### config.mk
export PLATFORM = sky130hd
export DESIGN_NAME = pred_bit_packer
export DESIGN_NICKNAME = d
export VERILOG_FILES = /design/src/rtl/pbp_pkg.sv /design/src/rtl/pbp_elem_test.sv /design/src/rtl/pbp_seq.sv /design/src/rtl/pbp_pack.sv /design/src/rtl/pred_bit_packer.sv
export SDC_FILE = /design/constraint.sdc
export NUM_CORES = 1
export LEC_CHECK = 0
export ABC_AREA = 1
export BUFFER_PORTS_ARGS = -buffer_cell sky130_fd_sc_hd__buf_2
export CAP_MARGIN = 20
export CORE_UTILIZATION = 40
export CTS_CLUSTER_DIAMETER = 50
export CTS_CLUSTER_SIZE = 14
export DETAILED_ROUTE_END_ITERATION = 6
export GPL_TIMING_DRIVEN = 0
export PLACE_DENSITY = 0.78
export SYNTH_ARGS = -nofsm -noshare
export SYNTH_HDL_FRONTEND = slang
export SYNTH_HIERARCHICAL = 1
export SYNTH_SLANG_ARGS = --single-unit
export TNS_END_PERCENT = 5
### constraint.sdc
create_clock -name clk -period 6.7 [get_ports clk]
set_clock_uncertainty 0.1 [all_clocks]
set_input_delay 0.67 -clock clk [delete_from_list [all_inputs] [get_ports clk]]
set_output_delay 0.67 -clock clk [all_outputs]
set_load 0.01 [all_outputs]
### src/rtl/pbp_pkg.sv
package pbp_pkg;

    typedef enum logic [1:0] {
        PACK_1 = 2'b00,
        PACK_2 = 2'b01,
        PACK_4 = 2'b10,
        PACK_8 = 2'b11
    } pack_code_e;

    typedef struct packed {
        logic       m_any;
        logic [3:0] fmsk;
        logic [3:0] fmap;
    } test_cfg_t;

    // Reduce one 4-bit condition field to a single predicate bit.
    function automatic logic field_test(test_cfg_t cfg, logic [3:0] fld);
        logic [3:0] sel;
        sel = (~cfg.fmap ^ fld) & cfg.fmsk;
        return cfg.m_any ? (sel != 4'b0000) : (sel == cfg.fmsk);
    endfunction

endpackage

### src/rtl/pbp_elem_test.sv
module pbp_elem_test
    import pbp_pkg::*;
(
    input  test_cfg_t  cfg,
    input  logic [3:0] fld,
    output logic       hit
);
    always_comb hit = field_test(cfg, fld);
endmodule

### src/rtl/pbp_seq.sv
module pbp_seq #(
    parameter int VL_W = 8,
    parameter int XLEN = 64
) (
    input  logic            clk,
    input  logic            rst,
    input  logic            start,
    input  logic [VL_W-1:0] vl,
    input  logic            dst_vec,
    input  logic            mapreduce,
    output logic            accept,
    output logic            busy,
    output logic [VL_W-1:0] elem,
    output logic            done,
    output logic            err
);
    localparam logic [VL_W:0] CAP = (VL_W+1)'(XLEN);

    logic [VL_W-1:0] total;
    logic [VL_W-1:0] last_q;
    logic            over;
    logic            err_q;

    always_comb begin
        over = !dst_vec && ({1'b0, vl} > CAP);
        if (dst_vec)        total = vl;
        else if (!mapreduce) total = (vl != '0) ? VL_W'(1) : '0;
        else if (over)      total = CAP[VL_W-1:0];
        else                total = vl;
    end

    assign accept = start && !busy;

    always_ff @(posedge clk) begin
        if (rst) begin
            busy   <= 1'b0;
            elem   <= '0;
            last_q <= '0;
            done   <= 1'b0;
            err    <= 1'b0;
            err_q  <= 1'b0;
        end else begin
            done <= 1'b0;
            err  <= 1'b0;
            if (busy) begin
                if (elem == last_q) begin
                    busy <= 1'b0;
                    done <= 1'b1;
                    err  <= err_q;
                end else begin
                    elem <= elem + 1'b1;
                end
            end else if (start) begin
                if (total == '0) begin
                    done <= 1'b1;
                    err  <= over;
                end else begin
                    busy   <= 1'b1;
                    elem   <= '0;
                    last_q <= total - 1'b1;
                    err_q  <= over;
                end
            end
        end
    end

    assert_elem_step_R8: assert property (@(posedge clk) disable iff (rst)
        (busy && $past(busy)) |-> (elem == $past(elem) + 1'b1));

    assert_done_pulse_R8: assert property (@(posedge clk) disable iff (rst)
        (done && !start) |=> !done);

    assert_err_with_done_R7: assert property (@(posedge clk) disable iff (rst)
        err |-> done);

endmodule

### src/rtl/pbp_pack.sv
module pbp_pack #(
    parameter int VL_W  = 8,
    parameter int XLEN  = 64,
    parameter int RFI_W = 7
) (
    input  logic             clk,
    input  logic             rst,
    input  logic             valid,
    input  logic [VL_W-1:0]  elem,
    input  logic             dst_vec,
    input  logic [1:0]       code,
    input  logic [RFI_W-1:0] rf_base,
    input  logic             result,
    output logic             wr_en,
    output logic [RFI_W-1:0] wr_idx,
    output logic [XLEN-1:0]  wr_mask,
    output logic [XLEN-1:0]  wr_data
);
    localparam int BIT_W = $clog2(XLEN);

    logic [VL_W-1:0]  roff;
    logic [BIT_W-1:0] pos;
    logic [XLEN-1:0]  onebit;

    always_comb begin
        if (dst_vec) begin
            roff = elem >> code;
            pos  = BIT_W'(elem & ((VL_W'(1) << code) - VL_W'(1)));
        end else begin
            roff = '0;
            pos  = elem[BIT_W-1:0];
        end
        onebit  = XLEN'(1) << pos;
        wr_mask = (dst_vec && pos == '0) ? '1 : onebit;
        wr_data = result ? onebit : '0;
        wr_idx  = rf_base + RFI_W'(roff);
        wr_en   = valid;
    end

    assert_data_in_mask_R4: assert property (@(posedge clk) disable iff (rst)
        wr_en |-> ((wr_data & ~wr_mask) == '0));

    assert_scalar_onehot_R5: assert property (@(posedge clk) disable iff (rst)
        (wr_en && !dst_vec) |-> ($countones(wr_mask) == 1));

endmodule

### src/rtl/pred_bit_packer.sv
module pred_bit_packer
    import pbp_pkg::*;
#(
    parameter int VL_W  = 8,
    parameter int XLEN  = 64,
    parameter int CFI_W = 7,
    parameter int RFI_W = 7
) (
    input  logic             clk,
    input  logic             rst,
    input  logic             start,
    input  logic [VL_W-1:0]  vl,
    input  logic             src_vec,
    input  logic             dst_vec,
    input  logic [CFI_W-1:0] cf_base,
    input  logic [RFI_W-1:0] rf_base,
    input  logic             m_any,
    input  logic [3:0]       fmsk,
    input  logic [3:0]       fmap,
    input  logic [1:0]       pack_code,
    input  logic             mapreduce,
    output logic [CFI_W-1:0] cf_rd_idx,
    input  logic [3:0]       cf_rd_data,
    output logic             wr_en,
    output logic [RFI_W-1:0] wr_idx,
    output logic [XLEN-1:0]  wr_mask,
    output logic [XLEN-1:0]  wr_data,
    output logic             done,
    output logic             err
);
    logic             accept;
    logic             busy;
    logic [VL_W-1:0]  elem;
    logic             hit;

    test_cfg_t        cfg_q;
    pack_code_e       code_q;
    logic [CFI_W-1:0] cf_base_q;
    logic [RFI_W-1:0] rf_base_q;
    logic             src_vec_q;
    logic             dst_vec_q;

    always_ff @(posedge clk) begin
        if (rst) begin
            cfg_q     <= '0;
            code_q    <= PACK_1;
            cf_base_q <= '0;
            rf_base_q <= '0;
            src_vec_q <= 1'b0;
            dst_vec_q <= 1'b0;
        end else if (accept) begin
            cfg_q     <= '{m_any: m_any, fmsk: fmsk, fmap: fmap};
            code_q    <= pack_code_e'(pack_code);
            cf_base_q <= cf_base;
            rf_base_q <= rf_base;
            src_vec_q <= src_vec;
            dst_vec_q <= dst_vec;
        end
    end

    assign cf_rd_idx = src_vec_q ? (cf_base_q + CFI_W'(elem)) : cf_base_q;

    pbp_seq #(.VL_W(VL_W), .XLEN(XLEN)) u_seq (
        .clk(clk), .rst(rst), .start(start), .vl(vl),
        .dst_vec(dst_vec), .mapreduce(mapreduce),
        .accept(accept), .busy(busy), .elem(elem),
        .done(done), .err(err)
    );

    pbp_elem_test u_test (
        .cfg(cfg_q), .fld(cf_rd_data), .hit(hit)
    );

    pbp_pack #(.VL_W(VL_W), .XLEN(XLEN), .RFI_W(RFI_W)) u_pack (
        .clk(clk), .rst(rst), .valid(busy), .elem(elem),
        .dst_vec(dst_vec_q), .code(code_q), .rf_base(rf_base_q),
        .result(hit), .wr_en(wr_en), .wr_idx(wr_idx),
        .wr_mask(wr_mask), .wr_data(wr_data)
    );

    assert_no_write_on_done_R8: assert property (@(posedge clk) disable iff (rst)
        wr_en |-> !done);

    assert_scalar_field_hold_R1: assert property (@(posedge clk) disable iff (rst)
        (wr_en && $past(wr_en) && !src_vec_q) |-> $stable(cf_rd_idx));

endmodule

==> flow_metrics.py <==
metrics = {
    "outcome": {
        "outcome": "finished, final reports clean",
    },
    "timing": {
        "maxSlewViolCount": 0,
        "min_period_ns": 3.660,
        "relSlewSlack_pct": 65.54,
        "hold_viol": 0,
        "setup_viol": 0,
        "rsz0062_at_grt": "false",
        "setup_tns_ns": 0,
        "whs_ns": 0.3710,
        "worst_pin_slew_ns": 0.5162,
        "fin_ws_ns": 3.040,
        "fin_crit_sh_pct": 54.62,
        "max_freq_mhz": 273.2,
    },
    "worst_hold_path": {
        "hp-start": "rf_base_q[5]$_SDFFE_PP0P_",
        "hold_end": "rf_base_q[5]$_SDFFE_PP0P_",
        "hold_class": "flop to flop",
        "whs_path_depth": 2,
    },
    "clock_tree": {
        "cts_resized": 0,
        "h-tree-depth": 2,
        "cts_setup_buffers": 0,
        "cts_buffer_depth": 2,
        "cts_buffers": 5,
        "insertion_delay_ns": 0.30,
        "clockRootBuffer": "clkbuf_8",
        "cts_tree": "yes",
        "clk_pin_slew_ns": 0.10,
        "clock_sinks": 47,
        "cts.hold.buffers_added": 0,
    },
    "flow_run": {
        "maxCapViolCount": 0,
    },
    "floorplan": {
        "die_height_um": 107.3,
        "pin_count": 188,
        "num_rows": 38,
        "die-area_mm2": 0.01152,
        "die_w_um": 107.3,
        "initial_core_util_pct": 40.94,
        "core_mm2": 0.01084,
    },
    "cells_and_area": {
        "diodes": 0,
        "area_growth_pct": 27.52,
        "drive_gt1_share_pct": 29.75,
        "utilization_pct": 52.20,
        "nets": 980,
    },
    "pwr": {
        "leakage_uw": 0.003349,
        "power.total_uw": 857.3,
        "p_per_area_mw_per_mm2": 151.5,
        "ir_drop_mv": 0.1319,
    },
    "yosys": {
        "synth-simple-area-share_pct": 45.73,
        "syn-num-nets": 787,
        "ys_ff_latch": 47,
        "synth_ff_type": "dfxtp_1",
        "synth_cell_type_count": 44,
        "synth-xor-area-share_pct": 3.947,
        "netlist_instances": 727,
        "synth_top_family_by_area": "simple AND/OR/NAND/NOR gates",
        "yosysWarnings": 6,
        "synth_fa_ha_area_share_pct": 5.131,
        "synth.cell_area_mm2": 0.004438,
        "synth_edf_count": 0,
        "synth_compound_area_share_pct": 11.42,
        "avgSynthCellArea_um2": 6.105,
        "synthArstFlopShare_pct": 0,
        "seq_area_frac_synth_pct": 21.20,
        "muxShareOfSynthArea_pct": 0.2255,
    },
    "global_route": {
        "grt_pass1_wl_um": 21950,
        "overflow": 0,
        "grt_usage_pct": 23.52,
        "grt_start_max_net_pins": 17,
        "antenna_found_initial": 0,
        "first_global_vias": 4496,
    },
    "critical_path": {
        "rr_endpoint": "u_seq/elem[1]$_SDFFE_PP0P_",
        "critical_path_class": "flop to primary output",
        "reg2regPathDepth": 10,
        "crit_path_end_kind": "primary output",
        "cp_max_fo": 9,
        "worstPathArrival_ns": 2.89,
        "startpoint": "u_seq/elem[4]$_SDFFE_PP0P_",
        "worst_ep_required_time_ns": 5.93,
        "regToRegStartpoint": "u_seq/elem[3]$_SDFFE_PP0P_",
        "regToRegSetupSlack_ns": 4.76,
        "start_kind": "flop",
    },
    "route": {
        "antenna_left": 0,
        "drt_pre_antenna_iters": 5,
        "drt-initial-drc-count": 462,
        "wl_um": 13750,
        "num_vias": 5386,
        "via_per_inst": 5.076,
        "drc": 0,
        "wire_per_inst_um": 12.96,
    },
    "place": {
        "finalWeightedCongestion": 0.8728,
        "place_ws_ns": 3.383,
        "io_buffer_count": 186,
        "place.detailed.hpwl_um": 10910,
    },
}
-- layer usage --
layer  share of wire [%]  vias to the layer above  wire length [µm]  GRT usage [%]
li1                    -                     2773                 -              -
met1                  47                     2371              6428          35.04
met2                  45                      228              6136          36.04
met3                 7.9                       14              1081          3.208
met4                0.73                        0               100          4.305
met5                   0                        -                 0              0
-- final cells by class --
class,instances,area [µm²]
Clock buffer,5,68.82
Clock inverter,3,46.29
Multi-Input combinational cell,571,2949
Timing Repair Buffer,186,930.9
Sequential cell,47,940.9
Fill cell,1140,5181
Buffer,43,285.3
Inverter,66,262.8
Tap cell,140,175.2
-- per-stage QoR --
step,instances,cell area (µm²)
finish,1061,5659
global route,1061,5659
CTS,1061,5659
detailed placement,1053,5544
global placement,1053,5544
floorplan,727,4438
-- worst max-delay path by stage --
stage | end | slack [ns]
finish | wr_idx[4] | 3.04
global route | wr_idx[4] | 2.77
CTS | wr_idx[4] | 3.04
detailed placement | wr_idx[4] | 3.38
global placement | wr_idx[4] | 3.39
floorplan | wr_idx[4] | 3.80
-- synth_stat cells (8+ instances only) --
master	number	share of area, %
o21ai_0	20	2.3
inv_1	54	4.6
ha_1	15	4.2
buf_2	17	1.9
inv_2	9	0.76
nand2_2	8	1.1
a21oi_1	48	5.4
nand4_1	63	8.9
nand2_1	212	18
buf_6	10	2.5
xor2_1	13	2.6
clkbuf_1	11	0.93
dfxtp_1	47	21
nor2_1	102	8.6
nand3_1	30	3.4
-- flip-flops by register name, summed over array words and instances, names as in the netlist --
signal,count
cfg_q,9
dst_vec_q,1
u_seq/elem,8
u_seq/err_q,1
u_seq/err,1
rf_base_q,7
code_q,2
cf_base_q,7
src_vec_q,1
u_seq/last_q,8
u_seq/busy,1
u_seq/done,1
-- cells by family after synthesis --
family,Yosys count
fa+ha+maj,17
xor+xnor,20
simple gates,444
mux,1
flops,47
compound gates,89
buf+inv,109
-- power by group --
| part | internal [µW] | switching [µW] | total [µW] |
|---|---|---|---|
| clock | 113 | 101 | 214 |
| combinational | 120 | 201 | 321 |
| sequential | 300 | 22.0 | 322 |
-- layout by cell type (no fill, tap or decap), types with 3 or more instances in the layout --
cell and instances:
ha_1 15, o22ai_1 4, a21oi_1 48, o211ai_1 3, dfxtp_1 47, xor2_1 13, nand2_2 8, buf_2 203
nor2_2 7, nand2_4 3, nand3_1 30, o21ai_0 20, nand4_1 63, inv_2 9, xnor2_1 7, nor3_1 5
inv_1 54, buf_6 10, nor2_1 102, clkbuf_1 11, clkbuf_8 7, nor2_4 7, nand2_1 212
-- worst max-delay path, stage by stage, from the launching register on --
cell,delay (ns)
dfxtp_1,0.52
buf_2,0.28
inv_2,0.13
nand2_1,0.07
o21ai_0,0.11
o21ai_0,0.29
inv_1,0.10
fa_1,0.47
o31ai_1,0.32
xor2_1,0.16
buf_2,0.14
No activity file was read; power rests on OpenSTA's default activity.
